<file path="src/rtl/lwa_pkg.sv">
// Shared types for the byte-lane width adapter.
// Assumes the memory has four byte lanes and the mode input is static.
package lwa_pkg;
    typedef enum logic [1:0] {
        ORG_X32  = 2'd0,
        ORG_X16  = 2'd1,
        ORG_X8   = 2'd2,
        ORG_X32B = 2'd3
    } org_e;
endpackage

</file>
<file path="src/rtl/lwa_addr_map.sv">
// Address map: splits the master item address into a memory word
// address and active-low lane enables, and reports the byte offset of
// the selected item inside the word. Assumes LANES = 4.
module lwa_addr_map
    import lwa_pkg::*;
#(
    parameter int WORD_AW = 17,
    parameter int LANES   = 4
) (
    input  logic                       clk,
    input  logic                       rst_n,
    input  org_e                       org,
    input  logic                       req,
    input  logic [WORD_AW+$clog2(LANES)-1:0] addr,
    input  logic [LANES-1:0]           mask,
    output logic [WORD_AW-1:0]         word_addr,
    output logic [LANES-1:0]           lane_en_n,
    output logic [$clog2(LANES)-1:0]   lane_off
);
    localparam int OFF_W = $clog2(LANES);
    localparam int MST_AW = WORD_AW + OFF_W;

    logic [1:0]       shamt;
    logic [MST_AW-1:0] shifted;

    // Picks how many low address bits address lanes, and the lane offset.
    always_comb begin
        unique case (org)
            ORG_X16: begin
                shamt    = 2'd1;
                lane_off = {addr[0], 1'b0};
            end
            ORG_X8: begin
                shamt    = 2'd2;
                lane_off = addr[OFF_W-1:0];
            end
            default: begin
                shamt    = 2'd0;
                lane_off = '0;
            end
        endcase
    end

    // Drops the lane-select bits to form the word address.
    always_comb begin
        shifted   = addr >> shamt;
        word_addr = shifted[WORD_AW-1:0];
    end

    // Builds the enables per lane; idle lanes stay in standby.
    always_comb begin
        for (int l = 0; l < LANES; l++) begin
            if (!req) begin
                lane_en_n[l] = 1'b1;
            end else begin
                unique case (org)
                    ORG_X16: lane_en_n[l] = ((l / 2) != int'(addr[0]));
                    ORG_X8:  lane_en_n[l] = (l != int'(addr[OFF_W-1:0]));
                    default: lane_en_n[l] = ~mask[l];
                endcase
            end
        end
    end

    AST_IDLE_STANDBY: assert property (@(posedge clk) disable iff (!rst_n)
        !req |-> (lane_en_n == '1));
    AST_X8_ONE_LANE: assert property (@(posedge clk) disable iff (!rst_n)
        (req && org == ORG_X8) |-> ($countones(~lane_en_n) == 1));
    AST_X16_TWO_LANES: assert property (@(posedge clk) disable iff (!rst_n)
        (req && org == ORG_X16) |-> ($countones(~lane_en_n) == 2));
endmodule

</file>
<file path="src/rtl/lwa_wr_steer.sv">
// Write steering: copies the narrow item onto every lane so that the
// enabled lanes always see the right bytes. Assumes LANES = 4.
module lwa_wr_steer
    import lwa_pkg::*;
#(
    parameter int LANES  = 4,
    parameter int LANE_W = 8
) (
    input  org_e                      org,
    input  logic [LANES*LANE_W-1:0]   wdata,
    output logic [LANES*LANE_W-1:0]   lane_wdata
);
    genvar l;
    generate
        for (l = 0; l < LANES; l++) begin : g_lane
            // Chooses the source lane for lane l from the organization.
            always_comb begin
                unique case (org)
                    ORG_X16: lane_wdata[l*LANE_W +: LANE_W] = wdata[(l%2)*LANE_W +: LANE_W];
                    ORG_X8:  lane_wdata[l*LANE_W +: LANE_W] = wdata[LANE_W-1:0];
                    default: lane_wdata[l*LANE_W +: LANE_W] = wdata[l*LANE_W +: LANE_W];
                endcase
            end
        end
    endgenerate
endmodule

</file>
<file path="src/rtl/lwa_rd_align.sv">
// Read alignment: keeps the lane offset of the latest request, and on
// completion registers the returned word shifted to bit 0 with the
// bits above the item width cleared. Assumes LANES = 4.
module lwa_rd_align
    import lwa_pkg::*;
#(
    parameter int LANES  = 4,
    parameter int LANE_W = 8
) (
    input  logic                      clk,
    input  logic                      rst_n,
    input  org_e                      org,
    input  logic                      req,
    input  logic [$clog2(LANES)-1:0]  lane_off,
    input  logic                      mem_done,
    input  logic [LANES*LANE_W-1:0]   mem_rdata,
    output logic                      done,
    output logic [LANES*LANE_W-1:0]   rdata
);
    localparam int OFF_W  = $clog2(LANES);
    localparam int DATA_W = LANES * LANE_W;

    logic [OFF_W-1:0]  held_off;
    logic [OFF_W-1:0]  use_off;
    logic [DATA_W-1:0] keep;
    logic [DATA_W-1:0] aligned;

    // Remembers the lane offset of the most recent request.
    always_ff @(posedge clk) begin
        if (!rst_n)   held_off <= '0;
        else if (req) held_off <= lane_off;
    end

    // Shifts the selected lanes down and clears the unused upper bits.
    always_comb begin
        use_off = req ? lane_off : held_off;
        unique case (org)
            ORG_X16: keep = DATA_W'({(2*LANE_W){1'b1}});
            ORG_X8:  keep = DATA_W'({LANE_W{1'b1}});
            default: keep = '1;
        endcase
        aligned = (mem_rdata >> (int'(use_off) * LANE_W)) & keep;
    end

    // Registers the completion strobe and aligned data.
    always_ff @(posedge clk) begin
        if (!rst_n) begin
            done  <= 1'b0;
            rdata <= '0;
        end else begin
            done <= mem_done;
            if (mem_done) rdata <= aligned;
        end
    end

    AST_DONE_DELAY: assert property (@(posedge clk) disable iff (!rst_n)
        mem_done |=> done);
    AST_X8_UPPER_ZERO: assert property (@(posedge clk) disable iff (!rst_n)
        (done && org == ORG_X8 && $past(org) == ORG_X8) |-> (rdata[DATA_W-1:LANE_W] == '0));
endmodule

</file>
<file path="src/rtl/lane_width_adapter.sv">
// Top of the byte-lane width adapter: presents a 32-bit memory with
// per-lane enables as a 32-, 16- or 8-bit wide store. Assumes the
// organization input changes only while no access is in flight.
module lane_width_adapter
    import lwa_pkg::*;
#(
    parameter int WORD_AW = 17,
    parameter int LANES   = 4,
    parameter int LANE_W  = 8,
    localparam int OFF_W  = $clog2(LANES),
    localparam int MST_AW = WORD_AW + OFF_W,
    localparam int DATA_W = LANES * LANE_W
) (
    input  logic              clk,
    input  logic              rst_n,
    input  logic [1:0]        org_mode_i,
    input  logic              m_req_i,
    input  logic              m_we_i,
    input  logic [MST_AW-1:0] m_addr_i,
    input  logic [LANES-1:0]  m_mask_i,
    input  logic [DATA_W-1:0] m_wdata_i,
    output logic              m_done_o,
    output logic [DATA_W-1:0] m_rdata_o,
    output logic              mem_req_o,
    output logic              mem_we_o,
    output logic [WORD_AW-1:0] mem_addr_o,
    output logic [LANES-1:0]  mem_lane_en_n_o,
    output logic [DATA_W-1:0] mem_wdata_o,
    input  logic              mem_done_i,
    input  logic [DATA_W-1:0] mem_rdata_i
);
    org_e             org;
    logic [OFF_W-1:0] lane_off;

    // Decodes the organization code; code 3 acts as 32-bit.
    always_comb org = org_e'(org_mode_i);

    // Passes the request and write strobes straight through.
    always_comb begin
        mem_req_o = m_req_i;
        mem_we_o  = m_we_i;
    end

    lwa_addr_map #(.WORD_AW(WORD_AW), .LANES(LANES)) u_map (
        .clk       (clk),
        .rst_n     (rst_n),
        .org       (org),
        .req       (m_req_i),
        .addr      (m_addr_i),
        .mask      (m_mask_i),
        .word_addr (mem_addr_o),
        .lane_en_n (mem_lane_en_n_o),
        .lane_off  (lane_off)
    );

    lwa_wr_steer #(.LANES(LANES), .LANE_W(LANE_W)) u_wr (
        .org        (org),
        .wdata      (m_wdata_i),
        .lane_wdata (mem_wdata_o)
    );

    lwa_rd_align #(.LANES(LANES), .LANE_W(LANE_W)) u_rd (
        .clk       (clk),
        .rst_n     (rst_n),
        .org       (org),
        .req       (m_req_i),
        .lane_off  (lane_off),
        .mem_done  (mem_done_i),
        .mem_rdata (mem_rdata_i),
        .done      (m_done_o),
        .rdata     (m_rdata_o)
    );

    AST_REQ_PASS: assert property (@(posedge clk) disable iff (!rst_n)
        (mem_req_o == m_req_i) && (mem_we_o == m_we_i));
    AST_RESET_CLEAR: assert property (@(posedge clk)
        !rst_n |=> (!m_done_o && m_rdata_o == '0));
endmodule

</file>
<file path="config.mk">
export PLATFORM = sky130hd
export DESIGN_NAME = lane_width_adapter
export DESIGN_NICKNAME = d
export VERILOG_FILES = /design/src/rtl/lwa_pkg.sv /design/src/rtl/lwa_addr_map.sv /design/src/rtl/lwa_wr_steer.sv /design/src/rtl/lwa_rd_align.sv /design/src/rtl/lane_width_adapter.sv
export SDC_FILE = /design/constraint.sdc
export NUM_CORES = 1
export LEC_CHECK = 0
export ABC_AREA = 1
export BUFFER_PORTS_ARGS = -buffer_cell sky130_fd_sc_hd__buf_2
export CELL_PAD_IN_SITES_DETAIL_PLACEMENT = 1
export CELL_PAD_IN_SITES_GLOBAL_PLACEMENT = 1
export CORE_ASPECT_RATIO = 0.9
export CORE_MARGIN = 4
export CORE_UTILIZATION = 25
export CTS_BUF_LIST = sky130_fd_sc_hd__clkbuf_4 sky130_fd_sc_hd__clkbuf_8
export CTS_CLUSTER_SIZE = 16
export DETAILED_ROUTE_END_ITERATION = 6
export PLACE_DENSITY_LB_ADDON = 0.1
export SLEW_MARGIN = 20
export SYNTH_ARGS = -nofsm -noshare
export SYNTH_HDL_FRONTEND = slang
export SYNTH_SLANG_ARGS = --single-unit
</file>
<file path="constraint.sdc">
create_clock -name clk -period 1.45 [get_ports clk]
set_input_delay 0.145 -clock clk [delete_from_list [all_inputs] [get_ports clk]]
set_output_delay 0.145 -clock clk [all_outputs]
set_load 0.02 [all_outputs]
</file>
# [Yosys cells after proc, flatten, opt, wreduce, memory -nomap -nowiden]
# Index checks and enable logic that the tools add are counted.
[totals] regBits=35 inputBits=94 out_inout_bits=88 word_cells=33
[classes] n_eq_ne=5 shift=2 n_mux=15 bitwise_logic=6 n_reduce_logical=2
[op_table] operator="one-hot mux 32 bit (2 select lines)" n=1
[op_table] operator="AND 32 bit" n=1
[op_table] operator="right shift 32 x 5 -> 32 bit" n=1
[op_table] operator="right shift 19 x 2 -> 17 bit" n=1
[op_table] operator="2-to-1 mux 8 bit" n=2
[op_table] operator="one-hot mux 8 bit (2 select lines)" n=1
[op_table] operator="one-hot mux 1 bit (2 select lines)" n=4
[op_table] operator="one-hot mux 2 bit (2 select lines)" n=2
[op_table] operator="NOT 1 bit" n=5
[op_table] operator="2-to-1 mux 1 bit" n=4
[op_table] operator="!= test 2 bit (first input constant)" n=2
[op_table] operator="equality test 2 x 1 -> 1 bit (second input constant)" n=1
[op_table] operator="equality test 2 bit (second input constant)" n=1
[op_table] operator="2-to-1 mux 2 bit" n=1
[op_table] operator="!= test 1 x 2 -> 1 bit (first input constant)" n=1
[op_table] operator="nonzero test 2 bit" n=1
[op_table] operator="OR reduction 2 bit" n=1

# [Longest topological paths before layout]
# Gate-level depths: netlist of the first run.
[depth] word_depth=5 mapped_depth=12 mapped_depth_nobuf=11

# [Modules after synthesis]
# A second synthesis of the first run with hierarchy kept.
[hier_totals] hier_cells=529 area_unflattened_um2=3299.4
[modules_own_cells] mod="lwa_rd_align" instances=1 cells_per_inst=300 area_per_inst_um2=2110.8 seq_area_each_um2=700.7
[modules_own_cells] mod="lwa_wr_steer" instances=1 cells_per_inst=101 area_per_inst_um2=594.3 seq_area_each_um2=0.0
[modules_own_cells] mod="lwa_addr_map" instances=1 cells_per_inst=126 area_per_inst_um2=579.3 seq_area_each_um2=0.0
[modules_own_cells] mod="lane_width_adapter" instances=1 cells_per_inst=2 area_per_inst_um2=15.0 seq_area_each_um2=0.0

# [Least setup slack after synthesis of the first run]
# Ideal clock, no wire load.
[synth_timing] path_kind="in2out" from="input port org_mode_i[0]" to="output port mem_wdata_o[24]" t_arrival_ps=1508 t_required_ps=1305 slack_ps=-203 path_stages=4 n_path_buf=1 path_cell_list="inv_1 ha_1 buf_2 o311ai_0"
[synth_between] elab_chain_cells=2 elab_cells_between_ends=3
[synth_rtl] element="start: declaration" line_no="lane_width_adapter.sv:16" text="input logic [1:0] org_mode_i,"
[synth_rtl] element="equality test 2 bit or equality test 2 x 1 -> 1 bit (tied branches)" line_no="lwa_wr_steer.sv:18" text="unique case (org)"
[synth_rtl] element="one-hot mux 8 bit (2 select lines) *" line_no="lwa_wr_steer.sv:18"
[synth_rtl] element="end: declaration" line_no="lane_width_adapter.sv:28" text="output logic [DATA_W-1:0] mem_wdata_o,"
# Mark *: on every way between the ends. The rest lies on a longest branch, timed or not.

# [Worst setup path after layout of the first run]
[layout_timing] from="input port org_mode_i[0]" to="output port mem_addr_o[8]"
[layout_between] elab_chain_cells=3 elab_cells_between_ends=4
[layout_rtl] element="equality test 2 bit or equality test 2 x 1 -> 1 bit (tied branches)" line_no="lwa_addr_map.sv:28" text="unique case (org)"
[layout_rtl] element="one-hot mux 2 bit (2 select lines) *" line_no="lwa_addr_map.sv:28"
[layout_rtl] element="right shift 19 x 2 -> 17 bit *" line_no="lwa_addr_map.sv:46" text="shifted = addr >> shamt;"
[layout_rtl] element="end: declaration" line_no="lane_width_adapter.sv:26" text="output logic [WORD_AW-1:0] mem_addr_o,"
# Marked as above.

==> flow_summary.yaml, run 1 <==
logic_synthesis:
  synth_cells: 514
  yosysMostFrequentCell: "nand2_1"
  synth_fa_ha_area_frac: 0.0170
  synth_warnings: 0
  syn_area_sq_um: 2950
  synth-xor-area-share: 0
  synthArstFlopShare: 0
  yosys-top-cells-area: "nand2_1 (29%), dfxtp_1 (24%), inv_1 (6.7%)"
  syn_area_per_cell_sq_um: 5.74
  muxShareOfSynthArea: 0.0441
  yosysSeqAreaShare: 0.238
  synthTopCellsByCount: "nand2_1 (226), inv_1 (53), nor2_1 (37)"
  synthDominantCellAreaShare: 0.288
  ys_seq_elements: 35
  synth_area_leader_cell: "nand2_1"
  synth_top_family_by_area: "simple AND/OR/NAND/NOR gates"
  synth_nets: 612
  ys_types: 28
  synthFlopType: "dfxtp_1"
  synth-simple-area-share: 0.424
  synth_compound_area_frac: 0.122
  synth-edff-count: 0
hold_path:
  hp-class: "input port to register"
  whs_path_depth: 7
global_route:
  grt_usage: 0.177
  gr-total-overflow: 0
  grt_pass1_vias: 4010
  grt_pass1_wl_um: 19700
  antenna_found_initial: 0
  grt_max_degree: 27
sta:
  fin_ws_ns: 0.0759
  skew_ns: 0.00242
  clock.fmax_mhz: 728
  max_slew_margin: 0.779
  setup_viol: 0
  post-route-min-period_ns: 1.37
  finalCritPeriodShare: 0.948
  finalMaxSlewViolations: 0
  worstMarginPinSlew_ns: 0.331
  hold_viol_final: 0
clocking:
  cts-root-buf: "clkbuf_8"
  h-tree-depth: 2
  clockBufferDepth: 2
  cts.sink_count: 35
  clock_latency_ns: 0.29
  numCtsBuffers: 5
  cts_hold_buf: 0
  clk_pin_slew_ns: 0.07
  cts_tree: "done"
placed_design:
  dp_hpwl_um: 10200
  numPortBuffers: 179
  dp_cells: 851
  post-place-ws_ns: -0.169
  place_congestion: 0.768
power:
  powerDensity_nw_per_um2: 760
  p_leak_nw: 2.46
  ir_drop_mv: 0.431
worst_setup_path:
  crit_start: "org_mode_i[0]"
  crit_type: "input port to primary output"
  crit_family: "buffers and inverters"
  r2r_cells: 9
  endpoint_kind: "primary output"
  r2r-end: "u_rd.rdata[2]"
  worstPathCellList: "buf_4, buf_6, ha_4, buf_12, mux2i_1, inv_1, nand2_1, o21ai_1, buf_4"
  cp.required_ns: 1.31
  cp-endpoint: "mem_addr_o[8]"
  crit_top_cell: "buf_4"
  crit_buf_inv: 5
  worstPathArrival_ns: 1.23
  r2r-start: "u_rd.held_off[0]"
  critPathLaunchType: "input port"
  r2r_slack_ns: 0.15
  worstPathMaxFanout: 5
  cp_slowest_cell: "ha_4"
  path_depth: 9
  cp_slowest_stage_delay_ns: 0.18
final_layout:
  drive_above_1_share: 0.359
  final_cells: 860
  nets: 801
  area_delta_synth_final_pct: 48.0
  diodes: 0
  fillers: 1607
route:
  initialDrtViolationCount: 108
  ant_nets: 0
  drt_drc_violations_left: 0
  via_count: 3807
  routed_wl_um: 12400
  wire_per_inst_um: 14.4
  vias_per_cell: 4.43
  first_pass_iters: 4
floorplanning:
  dieWidth_um: 122
  die_h_um: 111
  rows: 37
  die_area_sq_um: 13600
  core_area_sq_um: 11500
  start_util: 0.257
  ios: 182
flow_run:
  cap_viol_max_count: 0
run_status:
  status: "completed"
-- layout make-up --
cell class | count | area [sq um] | share of cell area
multi-input combinational | 387 | 1840 | 0.422
timing repair buffer | 216 | 1290 | 0.296
sequential | 35 | 701 | 0.161
inverter | 58 | 233 | 0.0533
tap | 156 | 195 | 0.0447
clock buffer | 8 | 104 | 0.0238
-- how the worst min path moves through the flow --
| stage | startpoint | endpoint |
|---|---|---|
| after floorplan | mem_rdata_i[16] | u_rd.rdata[16] |
| after global placement | m_we_i | mem_we_o |
| after detailed placement | m_we_i | mem_we_o |
| after CTS | mem_rdata_i[6] | u_rd.rdata[6] |
| after global routing | mem_rdata_i[29] | u_rd.rdata[29] |
| final | mem_rdata_i[4] | u_rd.rdata[4] |
-- stage by stage --
step | hold WS, ns | cell area, sq um | power (W) | util | TNS (ns)
after floorplan | 0.395 | 2950 | 0.00190 | - | -0.405
after global placement | 0.290 | 4130 | 0.00245 | 0.360 | -4.57
after detailed placement | 0.290 | 4130 | 0.00247 | 0.360 | -6.20
after CTS | 0.241 | 4280 | 0.00333 | 0.373 | 0
after global routing | 0.262 | 4360 | 0.00355 | 0.380 | -0.0115
final | 0.235 | 4360 | 0.00331 | 0.380 | 0
-- cells in the final DEF (no fill, tap or decap), types with 4 or more instances in the layout --
cell      instances
a21oi_1          18
o211ai_1          7
nand2_2           6
mux2i_1          13
dfxtp_1          35
buf_2           170
nor2_1           37
nand2_1         226
o21ai_1          17
buf_4            36
o21ai_0          10
clkbuf_8          7
buf_12            5
inv_1            49
buf_6             4
nand3_1          33
-- registers in the layout, indices dropped and copies added, names as in the netlist --
| signal | count |
|---|---|
| u_rd.done | 1 |
| u_rd.held_off | 2 |
| u_rd.rdata | 32 |
-- cell families after synthesis --
family,after synthesis
buffers and inverters,92
AOI/OAI and AO/OA,62
and+or+nand+nor,308
DFF,35
muxes,13
adders and majority gates,4
-- power by group --
group	internal, W	total (W)	switching (W)
sequential	0.00102	0.00105	0.0000288
combinational	0.000557	0.00144	0.000880
clock	0.000453	0.000828	0.000375
-- layer usage --
| layer | vias up | share of wire | global-route usage |
|---|---|---|---|
| li1 | 1968 | - | - |
| met1 | 1738 | 0.46 | 0.235 |
| met2 | 91 | 0.48 | 0.301 |
| met3 | 10 | 0.054 | 0.0357 |
| met4 | 0 | 0.0096 | 0.0254 |
| met5 | - | 0 | 0 |
-- repair_timing --
action                                  4_1_cts  5_1_grt
gates resized for setup                      12       26
endpoints found under the setup margin       42       35
gates cloned                                  0        1
setup buffers                                 0        1
pin swaps                                     1        5
-- worst register-to-register path, stage by stage, from the launching register on --
cell and delay, ns:
dfxtp_1 0.35, inv_1 0.06, nand2_2 0.09, nand2_4 0.18
nand2_1 0.12, nand2_1 0.11, nand2_1 0.10, nand3_1 0.09
nand2_1 0.07, inv_1 0.04
(Power assumes the default switching activity.)
==> run 2: changes to the inputs <==
--- a/config.mk
+++ b/config.mk
@@ -16,6 +16,7 @@
 export CTS_CLUSTER_SIZE = 16
 export DETAILED_ROUTE_END_ITERATION = 6
 export PLACE_DENSITY_LB_ADDON = 0.1
+export SETUP_SLACK_MARGIN = 0.15
 export SLEW_MARGIN = 20
 export SYNTH_ARGS = -nofsm -noshare
 export SYNTH_HDL_FRONTEND = slang
==> run 2 against run 1 <==
  * Hold slack worse by 0.010 ns
  * Via count is 1.9% higher
  * Combinational power up 12%
  * Total power grew 3.1%
  * Clock-buffer cell count decreased by 1
  * Utilization grew 2.6 points
  * First-iteration DRC count rose by 27%
  * Cell count fell by 0.23%
  * Die area unchanged
  * Fmax about the same
  * Critical path depth down 4
  * Critical path type unchanged
==> flow_summary.yaml, run 2 (same netlist as run 1, synthesis figures left out) <==
run_status:
  status: "completed"
global_route:
  gr-total-overflow: 0
  grt_max_degree: 27
  grt_usage: 0.182
  grt_pass1_wl_um: 20100
  antenna_found_initial: 0
  grt_pass1_vias: 4025
sta:
  clock.fmax_mhz: 728
  post-route-min-period_ns: 1.37
  setup_tns_ns: 0
  hold_viol_final: 0
  skew_ns: 0.00512
  rsz0062_at_grt: "yes"
  finalCritPeriodShare: 0.948
  setup_viol: 0
  finalMaxSlewViolations: 0
  max_slew_margin: 0.770
  worstMarginPinSlew_ns: 0.345
  whs_ns: 0.225
worst_setup_path:
  worstPathMaxFanout: 10
  cp.required_ns: 1.31
  worstPathArrival_ns: 1.23
  critPathLaunchType: "input port"
  crit_type: "input port to primary output"
  endpoint_kind: "primary output"
  r2r_slack_ns: 0.26
final_layout:
  reg_top3: "u_rd.rdata (32), u_rd.held_off (2), u_rd.done (1)"
  layout_commonest_cell: "nand2_1"
  fillers: 1585
  nets: 798
  largest_register_ffs: 32
  final_cell_mix: "nand2_1 (221), buf_2 (156), inv_1 (48)"
  area_delta_synth_final_pct: 58.3
  final_cells: 858
  drive_above_1_share: 0.411
  largest_register: "u_rd.rdata"
route:
  vias_per_cell: 4.52
  ant_nets: 0
  routed_wl_um: 13000
  wire_per_inst_um: 15.2
  drt_drc_violations_left: 0
  first_pass_iters: 4
  initialDrtViolationCount: 137
  via_count: 3881
placed_design:
  numPortBuffers: 179
  dp_cells: 835
  dp_hpwl_um: 9810
  place_congestion: 0.765
clocking:
  cts_hold_buf: 0
  clock_latency_ns: 0.30
  cts.sink_count: 35
  cts-root-buf: "clkbuf_8"
  clockBufferDepth: 2
  h-tree-depth: 2
  numCtsBuffers: 5
  cts_tree: "done"
  clk_pin_slew_ns: 0.08
flow_run:
  cap_viol_max_count: 0
floorplanning:
  start_util: 0.257
  rows: 37
  die_h_um: 111
  core_area_sq_um: 11500
  die_area_sq_um: 13600
  dieWidth_um: 122
  ios: 182
power:
  p_leak_nw: 2.53
  powerDensity_nw_per_um2: 732
  ir_drop_mv: 0.345
hold_path:
  hp-class: "input port to register"
-- run 2: cell types whose count changed in the layout (fill, tap and decap cells not counted), sizes merged --
cell,before,now
nand2,235,237
diode,0,1
buf,215,209
clkinv,3,4
-- run 2: timing repair --
| action | CTS | global route |
|---|---|---|
| resized for setup | 52 | 46 |
| cloned | 2 | 4 |
| pin swaps | 8 | 15 |
| buffers inserted | 5 | 3 |
| endpoints found under the setup margin | 31 | 56 |
-- run 2: area by class of cell --
| class | instances | area [sq um] | share of cell area |
|---|---|---|---|
| Multi-Input combinational cell | 389 | 2060 | 0.442 |
| Timing Repair Buffer | 211 | 1360 | 0.292 |
| Sequential cell | 35 | 701 | 0.150 |
| Inverter | 58 | 250 | 0.0536 |
| Tap cell | 156 | 195 | 0.0418 |
| Clock buffer | 7 | 83.8 | 0.0180 |
| Clock inverter | 1 | 5.00 | 0.00107 |
| Antenna cell | 1 | 2.50 | 0.000536 |
-- run 2: through the flow --
stage / utilization / total power, W / area, sq um / setup slack [ns]
2_1_floorplan: - / 0.00196 / 3090 / 0.123
3_3_place_gp: 0.358 / 0.00245 / 4110 / -0.0386
3_5_place_dp: 0.358 / 0.00248 / 4110 / -0.103
4_1_cts: 0.385 / 0.00336 / 4420 / 0.0986
5_1_grt: 0.406 / 0.00365 / 4660 / 0.0400
6_report: 0.406 / 0.00342 / 4670 / 0.0758
-- run 2: critical path: stages --
cell and delay [ns]:
buf_12 0.12, ha_4 0.30, clkbuf_16 0.19, o311ai_2 0.28, buf_4 0.19
-- run 2: per-layer routing --
layer  track usage  routed length (um)  vias to the layer above
met2         0.309                6280                      101
met3        0.0403                 891                        6
li1              -                   -                     1968
met4        0.0209                  59                        0
met1         0.244                5780                     1806
met5             0                   0                        -
-- run 2: path summary, 6_finish.rpt --
kind | from | to | cells past startpoint
setup / recovery | org_mode_i[1] | mem_wdata_o[24] | 5
hold / removal | mem_rdata_i[6] | u_rd.rdata[6] | 7
setup reg to reg | u_rd.held_off[0] | u_rd.rdata[11] | 8
hold reg to reg | u_rd.rdata[8] | u_rd.rdata[8] | 2
-- run 2: power by group --
| group | internal (W) | total, W | switching [W] |
|---|---|---|---|
| Sequential | 0.00102 | 0.00105 | 0.0000277 |
| Combinational | 0.000640 | 0.00161 | 0.000966 |
| Clock | 0.000375 | 0.000764 | 0.000389 |
| Total | 0.00203 | 0.00342 | 0.00138 |
